$ cat src/rtl/tpin_pkg.sv
package tpin_pkg;

  // Mode register field positions (software decodes these)
  localparam int SEL_LSB    = 0;
  localparam int SEL_W      = 3;
  localparam int GOUT_LSB   = 4;
  localparam int IRQEN_BIT  = 8;
  localparam int ODRAIN_BIT = 9;
  localparam int EDGE_LSB   = 16;

  // Status register field positions
  localparam int LEVEL_BIT  = 8;

  typedef enum logic [SEL_W-1:0] {
    FN_OFF     = 3'd0,
    FN_CAPTURE = 3'd1,
    FN_COMPARE = 3'd2,
    FN_PWM     = 3'd3,
    FN_GPIO    = 3'd4
  } fn_sel_e;

  typedef enum logic [1:0] {
    EDGE_NONE = 2'b00,
    EDGE_RISE = 2'b01,
    EDGE_FALL = 2'b10,
    EDGE_BOTH = 2'b11
  } edge_sel_e;

  typedef struct packed {
    logic oe;
    logic val;
  } pin_drv_t;

endpackage

$ cat src/rtl/tpin_sync.sv
module tpin_sync #(
  parameter int STAGES = 2
) (
  input  logic clk,
  input  logic rst_n,
  input  logic d,
  output logic q
);

  logic [STAGES-1:0] chain;

  generate
    if (STAGES == 1) begin : g_single
      always_ff @(posedge clk or negedge rst_n) begin
        if (!rst_n) chain <= '0;
        else        chain <= d;
      end
    end else begin : g_multi
      always_ff @(posedge clk or negedge rst_n) begin
        if (!rst_n) chain <= '0;
        else        chain <= {chain[STAGES-2:0], d};
      end
    end
  endgenerate

  assign q = chain[STAGES-1];

endmodule

$ cat src/rtl/tpin_edge.sv
module tpin_edge
  import tpin_pkg::*;
#(
  parameter int FLAG_W = 4
) (
  input  logic              clk,
  input  logic              rst_n,
  input  logic              level,
  input  logic              arm,
  input  edge_sel_e         edge_sel,
  input  logic              clr_we,
  input  logic [FLAG_W-1:0] clr_mask,
  output logic [FLAG_W-1:0] flags
);

  logic              last_level;
  logic              rise;
  logic              fall;
  logic              hit;
  logic [FLAG_W-1:0] set_vec;
  logic [FLAG_W-1:0] keep_vec;

  always_ff @(posedge clk or negedge rst_n) begin
    if (!rst_n) last_level <= 1'b0;
    else        last_level <= level;
  end

  assign rise = level & ~last_level;
  assign fall = ~level & last_level;

  always_comb begin
    hit = 1'b0;
    if (arm) begin
      unique case (edge_sel)
        EDGE_RISE: hit = rise;
        EDGE_FALL: hit = fall;
        EDGE_BOTH: hit = rise | fall;
        default:   hit = 1'b0;
      endcase
    end
  end

  assign set_vec  = FLAG_W'(hit);
  assign keep_vec = clr_we ? ~clr_mask : {FLAG_W{1'b1}};

  // a new event outranks a clear in the same cycle
  always_ff @(posedge clk or negedge rst_n) begin
    if (!rst_n) flags <= '0;
    else        flags <= set_vec | (flags & keep_vec);
  end

endmodule

$ cat src/rtl/tpin_drive.sv
module tpin_drive
  import tpin_pkg::*;
(
  input  fn_sel_e   fn_sel,
  input  logic [1:0] gout,
  input  logic      odrain,
  output pin_drv_t  drv
);

  always_comb begin
    drv = '0;
    if (fn_sel == FN_GPIO && gout[1]) begin
      if (gout[0]) begin
        drv.oe  = ~odrain;
        drv.val = ~odrain;
      end else begin
        drv.oe  = 1'b1;
        drv.val = 1'b0;
      end
    end
  end

endmodule

$ cat src/rtl/tpin_ctrl.sv
module tpin_ctrl
  import tpin_pkg::*;
#(
  parameter int REG_W       = 32,
  parameter int SYNC_STAGES = 2,
  parameter int FLAG_W      = 4
) (
  input  logic             clk,
  input  logic             rst_n,
  input  logic             mode_we,
  input  logic [REG_W-1:0] mode_wdata,
  input  logic             stat_we,
  input  logic [REG_W-1:0] stat_wdata,
  output logic [REG_W-1:0] mode_rd,
  output logic [REG_W-1:0] stat_rd,
  input  logic             pin_in,
  output logic             pin_out,
  output logic             pin_oe,
  output logic             irq
);

  localparam int SPARE_W = REG_W - FLAG_W;

  logic [REG_W-1:0]  mode_q;
  logic              level;
  logic [FLAG_W-1:0] flags;
  fn_sel_e           fn_sel;
  edge_sel_e         edge_sel;
  pin_drv_t          drv;
  logic              unused_stat_wbits;

  always_ff @(posedge clk or negedge rst_n) begin
    if (!rst_n)       mode_q <= '0;
    else if (mode_we) mode_q <= mode_wdata;
  end

  assign fn_sel   = fn_sel_e'(mode_q[SEL_LSB +: SEL_W]);
  assign edge_sel = edge_sel_e'(mode_q[EDGE_LSB +: 2]);

  tpin_sync #(
    .STAGES (SYNC_STAGES)
  ) i_sync (
    .clk   (clk),
    .rst_n (rst_n),
    .d     (pin_in),
    .q     (level)
  );

  tpin_edge #(
    .FLAG_W (FLAG_W)
  ) i_edge (
    .clk      (clk),
    .rst_n    (rst_n),
    .level    (level),
    .arm      (fn_sel == FN_CAPTURE),
    .edge_sel (edge_sel),
    .clr_we   (stat_we),
    .clr_mask (stat_wdata[FLAG_W-1:0]),
    .flags    (flags)
  );

  tpin_drive i_drive (
    .fn_sel (fn_sel),
    .gout   (mode_q[GOUT_LSB +: 2]),
    .odrain (mode_q[ODRAIN_BIT]),
    .drv    (drv)
  );

  always_comb begin
    stat_rd               = '0;
    stat_rd[FLAG_W-1:0]   = flags;
    stat_rd[LEVEL_BIT]    = level;
  end

  assign mode_rd = mode_q;
  assign pin_oe  = drv.oe;
  assign pin_out = drv.val;
  assign irq     = mode_q[IRQEN_BIT] & (|flags);

  assign unused_stat_wbits = ^{1'b0, stat_wdata[REG_W-1 -: SPARE_W]};

endmodule

$ cat config.mk
export PLATFORM = sky130hd
export DESIGN_NAME = tpin_ctrl
export DESIGN_NICKNAME = d
export VERILOG_FILES = /design/src/rtl/tpin_pkg.sv /design/src/rtl/tpin_sync.sv /design/src/rtl/tpin_edge.sv /design/src/rtl/tpin_drive.sv /design/src/rtl/tpin_ctrl.sv
export SDC_FILE = /design/constraint.sdc
export NUM_CORES = 1
export LEC_CHECK = 0
export BUFFER_PORTS_ARGS = -buffer_cell sky130_fd_sc_hd__clkbuf_2
export CAP_MARGIN = 15
export CORE_ASPECT_RATIO = 0.7
export CORE_MARGIN = 3
export CORE_UTILIZATION = 25
export CTS_BUF_LIST = sky130_fd_sc_hd__clkbuf_16
export CTS_CLUSTER_DIAMETER = 40
export DETAILED_ROUTE_END_ITERATION = 16
export PLACE_DENSITY = 0.6
export SYNTH_ARGS = -nofsm -noshare
export SYNTH_HDL_FRONTEND = slang
export SYNTH_SLANG_ARGS = --single-unit
$ cat constraint.sdc
create_clock -name clk -period 1.4 [get_ports clk]
set_input_delay 0.07 -clock clk [delete_from_list [all_inputs] [get_ports clk]]
set_output_delay 0.07 -clock clk [all_outputs]
set_load 0.01 [all_outputs]
### After elaboration in Yosys (flattened, before gate mapping)

Cells that the tools add are included.

* multipliers: 0
* $lt $le $gt $ge: 0
* multiplexer cells: 5
* reduce and logical (&&, ||, !) cells: 2
* $add $sub $neg: 0
* shift-type cells: 0
* bitwise gates (word level): 10
* div/mod/pow operators: 0
* equality and inequality tests: 5

Operators with widths (count)
* $and A4 B4 Y4: 1
* $eq A2 B2 Y1 const B: 2
* $mux W2: 2
* $mux W4: 1
* $not A4 Y4: 1
* $or A1 B4 Y4: 1
* $reduce_or A4 Y1: 1
* $and A1 B1 Y1: 3
* $eq A3 B1 Y1 const B: 1
* $eq A3 B3 Y1 const B: 1
* $not A1 Y1: 3
* $pmux W1 S3: 1
* $eq A2 B1 Y1 const B: 1
* $logic_and A1 B1 Y1: 1
* $mux W1: 1
* $or A1 B1 Y1: 1

* output and inout port bits: 67
* register bits after elaboration: 39
* memory bits (writable): 0
* bits in latches: 0
* logic and storage cells: 26
* memory bits (read-only): 0
* memories: 0

### Depth between registers and ports, before layout

Gate-level depths: netlist of the first run.

* depth after elaboration: 6
* depth in mapped cells: 5
* gate-level depth less buffers: 5

### Hierarchy

From an unflattened synthesis of the first run, not the netlist that was laid out.

* cell total of the unflattened synthesis: 123
* area, all modules: 1878.1 um^2

Modules (own cells, without submodules)
* tpin_ctrl: seq. area each 800.8 um^2, area an instance 1577.8 um^2, cells an instance 99, instances 1
* tpin_edge: seq. area each 125.1 um^2, area an instance 221.5 um^2, cells an instance 19, instances 1
* tpin_sync: seq. area each 50.0 um^2, area an instance 50.0 um^2, cells an instance 2, instances 1
* tpin_drive: seq. area each 0.0 um^2, area an instance 28.8 um^2, cells an instance 3, instances 1

### Least setup slack after synthesis of the first run

Ideal clock, no wire load.

* path type: reg-to-reg
* from: register i_sync.chain[1]
* to: register i_edge.flags[0]
* data arrival time: 1.039 ns
* library setup time: 0.121 ns
* path buffers: 0
* stages on the path, launching flop included: 5
* slack: 0.240 ns
* clock period less this slack: 1.160 ns
* cells stage by stage: dfrtp_1 -> ha_1 -> and2_1 -> o21ai_0 -> a22o_1

* longest elaborated chain between the ends: 6

Ends and longest elaborated chain
* from (decl): RTL line tpin_sync.sv:10 `logic [STAGES-1:0] chain;`
* from (signal assigned): RTL line tpin_sync.sv:21 `else chain <= {chain[STAGES-2:0], d};`
* $not A1 Y1: RTL line tpin_edge.sv:29 `assign fall = ~level & last_level;`
* $and A1 B1 Y1: RTL line tpin_edge.sv:29
* $or A1 B1 Y1: RTL line tpin_edge.sv:37 `EDGE_BOTH: hit = rise | fall;`
* $pmux W1 S3 (*): RTL line tpin_edge.sv:34 `unique case (edge_sel)`
* $mux W1 (*): RTL line tpin_edge.sv:33 `if (arm) begin`
* $or A1 B4 Y4 (*): RTL line tpin_edge.sv:49 `else flags <= set_vec | (flags & keep_vec);`
* to (signal assigned): RTL line tpin_edge.sv:49
* to (decl): RTL line tpin_edge.sv:13 `output logic [FLAG_W-1:0] flags`

Mark *: on every way between the ends. The rest lies on a longest branch, timed or not.
A chain may end at the register's enable or synchronous reset.

### Worst setup path in the final report of the first run

* from: register mode_q[1], in the netlist mode_rd[1]
* to: output port pin_out

* longest elaborated chain between the ends: 3

Ends and longest elaborated chain
* from (decl): RTL line tpin_ctrl.sv:24 `logic [REG_W-1:0] mode_q;`
* from (signal assigned): RTL line tpin_ctrl.sv:34 `else if (mode_we) mode_q <= mode_wdata;`
* $eq A3 B3 Y1: RTL line tpin_drive.sv:12 `if (fn_sel == FN_GPIO && gout[1]) begin`
* $logic_and A1 B1 Y1: RTL line tpin_drive.sv:12
* $mux W2: RTL line tpin_drive.sv:12
* to (decl): RTL line tpin_ctrl.sv:17 `output logic pin_out,`

No other way between the ends.

==> results.py, run 1 <==
metrics = {
    "sta": {
        "worst_slack_ns": 0.0756,
        "drv_slew": 0,
        "finalSetupViolations": 0,
        "rsz0062_at_grt": "false",
        "fin_worst_skew_ns": 0.00453,
        "final_hold_viol_count": 0,
        "finalCritPeriodShare": 0.946,
        "whs_ns": 0.0175,
        "clock.fmax_ghz": 0.755,
        "tns_ns": 0,
        "period_minus_slack_ns": 1.32,
    },
    "finish": {
        "nets": 286,
        "layout_commonest_cell": "clkbuf_2",
        "fin_util": 0.357,
        "drive_gt1_frac": 0.593,
        "insertedDiodeCount": 0,
        "area_growth_pct": 33.5,
        "layout_common_cells": "80 x clkbuf_2, 39 x dfrtp_1, 30 x mux2_4",
    },
    "route": {
        "drt-pass1-iter-count": 2,
        "viasPerCell": 3.70,
        "initialDrtViolationCount": 20,
        "wl_um": 3810,
        "drtAntennaViolNets": 0,
        "vias": 1146,
        "drc_errors": 0,
        "post_drt_wl_per_cell_um": 12.3,
    },
    "logic_synthesis": {
        "yosysSeqAreaShare": 0.521,
        "syn_area_mm2": 0.00187,
        "synth-seq-cells": 39,
        "postSynthCellCount": 123,
        "avgSynthCellArea_um2": 15.2,
        "synth_area_leaders": "dfrtp_1 52%, mux2_4 24%, buf_4 12%, buf_12 3.2%, ha_1 1.3%",
        "yosysWarnings": 0,
        "synth_top_area_frac": 0.521,
        "yosysTopAreaCell": "dfrtp_1",
        "yosysUniqueCellTypes": 20,
    },
    "worst_setup_path": {
        "crit_path_end_kind": "output pin",
        "r2r_cells": 4,
        "worstPathArrival_ns": 1.25,
        "path_class": "reg2out",
        "cp-start-kind": "register",
        "crit_required_ns": 1.33,
        "path_max_fanout": 3,
    },
    "floorplan": {
        "ioPinCount": 136,
        "core.rowCount": 25,
        "die_y_um": 78.4,
        "core_area_mm2": 0.00701,
        "start_util": 0.267,
        "fp.dieArea_mm2": 0.00858,
        "die-width_um": 109,
    },
    "clock_tree": {
        "path_clk_slew_ns": 0.06,
        "clock-sinks": 39,
        "cts_buffers": 5,
        "cts_max_level": 2,
        "clock_latency_ns": 0.28,
        "cts_buffer_depth": 2,
        "cts_tree": "yes",
        "cts_root_buf": "clkbuf_16",
    },
    "min_path": {
        "min_path_type": "in2reg",
        "holdPathStages": 2,
    },
    "pwr": {
        "power_mw": 3.09,
        "p_leak_nw": 1.34,
        "power_density_mw_per_mm2": 1240,
        "ir_drop_mv": 0.417,
    },
    "global_routing": {
        "use_met3": 0.0394,
        "gr-usage-met1": 0.114,
        "grt_use_total": 0.0918,
        "grt_pass1_wl_um": 6000,
        "antenna_found_initial": 0,
        "grt_pass1_vias": 1236,
        "busiest_layer": "met2",
        "grt_start_max_net_pins": 21,
        "grt-ovfl-total": 0,
        "use_met2": 0.142,
    },
    "flow_run": {
        "cap_violations": 0,
    },
    "placement": {
        "portBuffers": 80,
        "pre_cts_ws_ns": 0.130,
        "dp_hpwl_um": 2870,
        "routabilityCongestion": 0.643,
    },
    "status": {
        "status": "completed",
    },
}
-- timing repair --
action / 4_1_cts / 5_1_grt
hold buffers: 5 / 0
endpoints found under the hold margin: 43 / 0
buffers inserted: 1 / 2
gates resized for setup: 1 / 1
endpoints found under the setup margin: 1 / 1
-- stage by stage --
step / std cells / cell area [um^2]
2_1_floorplan: 149 / 1970
3_3_place_gp: 294 / 2240
3_5_place_dp: 294 / 2240
4_1_cts: 308 / 2480
5_1_grt: 310 / 2500
6_report: 310 / 2500
-- final cells by class --
class / count / area [um^2]
repair buffers: 92 / 515
clock inverters: 3 / 38.8
inverters: 2 / 7.51
clock buffers: 5 / 125
well taps: 94 / 118
fillers: 709 / 4510
multi-input cells: 75 / 719
flip-flops and latches: 39 / 976
-- cell usage after synthesis, drive strengths merged --
master and number:
nor3b 1, and2 1, nand4bb 1, o41a 1, nor2 1, ha 2
conb 1, o21ai 1, nand2 1, a21oi 2, a21boi 3, buf 33
mux2 32, inv 2, dfrtp 39, a22o 1, nor4b 1
-- worst paths after layout --
| path | start | end | slack, ns |
|---|---|---|---|
| setup reg to reg | i_sync.chain[1] | i_edge.flags[0] | 0.14 |
| hold / removal | mode_wdata[30] | mode_rd[30] | 0.02 |
| max in group asynchronous | rst_n | mode_rd[15] | 0.86 |
| setup / recovery | mode_rd[1] | pin_out | 0.08 |
| min in group asynchronous | rst_n | mode_rd[8] | 0.32 |
| hold reg to reg | i_sync.chain[0] | i_sync.chain[1] | 0.35 |
-- logic make-up after synthesis --
kind of cell / count (synthesis) / synth area share
simple gates: 6 / 0.0220
fa+ha+maj: 2 / 0.0134
mux: 32 / 0.253
flops: 39 / 0.521
buf+inv: 35 / 0.158
compound gates: 8 / 0.0307
other cells: 1 / 0.00200
-- state kept, by name, summed over array words and instances, names as in the netlist --
register and flops:
i_sync.chain 2, mode_rd 32, i_edge.last_level 1, i_edge.flags 4
-- worst max-delay path: stages, from the launching register on --
cell and delay, ns:
dfrtp_1 0.41, nand4bb_4 0.22, nor3b_2 0.19, clkbuf_2 0.15
-- per-layer routing --
layer | vias up | share of wire | routed length (um)
met5 | - | 0 | 0
met4 | 0 | 0.0050 | 19
met3 | 4 | 0.094 | 358
met2 | 60 | 0.45 | 1730
met1 | 537 | 0.45 | 1700
li1 | 545 | - | -
-- power breakdown --
group          switching, mW  internal, mW  total, mW
Clock                  0.437         0.831       1.27
Sequential            0.0767          1.23       1.31
Combinational          0.229         0.291      0.520
(Power assumes the default switching activity.)
==> run 2, diff against run 1 <==
- ABC_AREA: default -> 1
- PLACE_DENSITY: 0.6 -> 0.59
- SYNTH_HIERARCHICAL: default -> 1
==> run 2 against run 1 <==
  * Hold slack got worse by 0.011 ns
  * Sequential share of layout area decreased by 1.8 points
  * Largest power group unchanged
  * Critical endpoint is now pin_oe
  * Critical path depth increased by 1
==> results.py, run 2 <==
metrics = {
    "min_path": {
        "min_path_type": "in2reg",
        "hp-start": "mode_wdata[23]",
        "holdPathStages": 3,
        "hold_end": "mode_rd[23]",
    },
    "clock_tree": {
        "cts_buffers": 5,
        "path_clk_slew_ns": 0.06,
        "cts_resized": 0,
        "clock_latency_ns": 0.27,
        "cts_buffer_depth": 2,
        "clock-sinks": 39,
        "cts_root_buf": "clkbuf_16",
        "cts_tree": "yes",
        "cts_max_level": 2,
    },
    "worst_setup_path": {
        "cp_num_buf_inv": 1,
        "crit_path_end_kind": "output pin",
        "cp-start-kind": "register",
        "worstPathCellList": "nor2_1 > nand2_1 > nor2_1 > clkbuf_2",
        "path_class": "reg2out",
        "crit_required_ns": 1.33,
        "r2r_cells": 4,
        "slowest_delay_ns": 0.40,
        "cpMostUsedCell": "nor2_1",
        "slowest_stage": "dfrtp_1",
        "timing.rr.start": "mode_rd[2]",
        "path_max_fanout": 4,
        "rrSetupSlack_ns": 0.27,
        "critPathTopFamily": "flip-flops",
        "r2r_end": "i_edge/flags[0]",
        "worstPathArrival_ns": 1.08,
    },
    "placement": {
        "dp_hpwl_um": 2860,
        "routabilityCongestion": 0.731,
        "place_area_mm2": 0.00231,
        "pre_cts_ws_ns": 0.275,
        "dp.cells": 375,
        "portBuffers": 80,
    },
    "pwr": {
        "power_density_mw_per_mm2": 1080,
        "p_leak_nw": 1.47,
        "ir_drop_mv": 0.401,
        "power_mw": 2.83,
    },
    "sta": {
        "drv_slew": 0,
        "fin_worst_skew_ns": 0.00249,
        "finalSetupViolations": 0,
        "relSlewSlack": 0.659,
        "period_minus_slack_ns": 1.15,
        "final_hold_viol_count": 0,
        "tns_ns": 0,
        "worst_pin_slew_ns": 0.512,
        "clock.fmax_ghz": 0.869,
        "finalCritPeriodShare": 0.822,
        "worst_slack_ns": 0.250,
        "rsz0062_at_grt": "false",
        "whs_ns": 0.00616,
    },
    "finish": {
        "fin_util": 0.352,
        "fill_cells": 769,
        "layout_common_cells": "79 x clkbuf_2, 42 x inv_1, 41 x nand2_1",
        "nets": 373,
        "insertedDiodeCount": 0,
        "multi_input_area_um2": 629,
        "layout_commonest_cell": "clkbuf_2",
        "final_cell_area_mm2": 0.00262,
        "drive_gt1_frac": 0.396,
        "largest_reg_flops": 32,
        "register_area_um2": 976,
        "final_cell_count_no_fill": 401,
        "area_growth_pct": 33.4,
    },
    "flow_run": {
        "cap_violations": 0,
    },
    "global_routing": {
        "grt_pass1_vias": 1420,
        "antenna_found_initial": 0,
        "grt-ovfl-total": 0,
        "grt_use_total": 0.0917,
        "grt_start_max_net_pins": 65,
        "grt_pass1_wl_um": 6630,
    },
    "floorplan": {
        "start_util": 0.264,
        "die-width_um": 112,
        "ioPinCount": 136,
        "core.rowCount": 26,
        "die_y_um": 80.2,
        "core_area_mm2": 0.00745,
        "fp.dieArea_mm2": 0.00898,
    },
    "route": {
        "wl_um": 4020,
        "drc_errors": 0,
        "initialDrtViolationCount": 28,
        "drtAntennaViolNets": 0,
        "viasPerCell": 3.72,
        "post_drt_wl_per_cell_um": 10.0,
        "vias": 1493,
        "drt-pass1-iter-count": 4,
    },
    "logic_synthesis": {
        "synth_edf_count": 0,
        "synth-seq-cells": 39,
        "yosysUniqueCellTypes": 18,
        "yosysTopAreaCell": "dfrtp_1",
        "synth_area_leaders": "dfrtp_1 50%, o21ai_2 13%, buf_4 11%, nand2_1 7.8%, inv_1 7.6%",
        "synthFlopType": "dfrtp_1",
        "avgSynthCellArea_um2": 9.64,
        "synth_fa_ha_area_frac": 0.0127,
        "yosysWarnings": 6,
        "synth_compound_area_frac": 0.156,
        "syn_area_mm2": 0.00197,
        "yosysSeqAreaShare": 0.496,
        "yosys-top-cells-count": "41 x nand2_1, 40 x inv_1, 39 x dfrtp_1",
        "synth.most_common_cell": "nand2_1",
        "synth.area.mux_share": 0,
        "synth_simple_gate_area_share": 0.0992,
        "synth_top_area_frac": 0.496,
        "synthArstFlopShare": 1.00,
        "postSynthCellCount": 204,
        "synth_xor_xnor_area_share": 0,
        "synth_top_family_by_area": "buffers and inverters",
    },
    "status": {
        "status": "completed",
    },
}
-- run 2: cell count changes after synthesis, sizes merged, moves of 2 or more --
cell	change
nand2	+42
inv	+38
mux2	-32
o21ai	+31
nor2	+4
buf	+2
-- run 2: how the worst max path moves through the flow --
| stage | cells after the start | to | start | slack (ns) |
|---|---|---|---|---|
| 2_1_floorplan | 7 | i_edge/flags[0] | i_sync/chain[1] | 0.39 |
| 3_3_place_gp | 4 | i_edge/flags[0] | mode_rd[1] | 0.26 |
| 3_5_place_dp | 4 | i_edge/flags[0] | mode_rd[2] | 0.27 |
| 4_1_cts | 4 | pin_oe | mode_rd[1] | 0.23 |
| 5_1_grt | 4 | pin_out | mode_rd[1] | 0.11 |
| 6_report | 4 | pin_oe | mode_rd[1] | 0.25 |
-- run 2: where the power goes --
group          internal (mW)  switching [mW]  total (mW)
clock network          0.643           0.405        1.05
registers               1.22          0.0616        1.28
logic                  0.215           0.283       0.498
total                   2.08           0.749        2.83
-- run 2: repair_timing --
action,4_1_cts,5_1_grt
hold buffers,17,1
endpoints found under the hold margin,55,1
setup buffers,0,0
-- run 2: area by class of cell --
cell class,count,area share
Tap cell,98,0.0467
Clock buffer,5,0.0477
Inverter,40,0.0572
Multi-Input combinational cell,116,0.240
Timing Repair Buffer,100,0.232
Sequential cell,39,0.372
Clock inverter,3,0.00477
-- run 2: cell families (layout without fill, tap and decap cells) --
| kind of cell | count (synthesis) | count (layout) |
|---|---|---|
| flops | 39 | 39 |
| fa+ha+maj | 2 | 2 |
| buf+inv | 75 | 148 |
| other cells | 1 | 27 |
| compound gates | 37 | 37 |
| simple gates | 50 | 50 |
-- run 2: layer usage --
metal	vias to the layer above	routed length, um	global-route usage	part of all wire
met5	-	0	0	0
met3	2	352	0.0354	0.088
li1	757	-	-	-
met4	0	17	0.0252	0.0042
met2	61	1910	0.150	0.47
met1	673	1740	0.114	0.43
-- run 2: worst register-to-register path: stages, from the launching register on --
cell and delay, ns:
dfrtp_1 0.41, nor3_1 0.33, a21boi_2 0.22, nand2_1 0.06, nand2_1 0.05
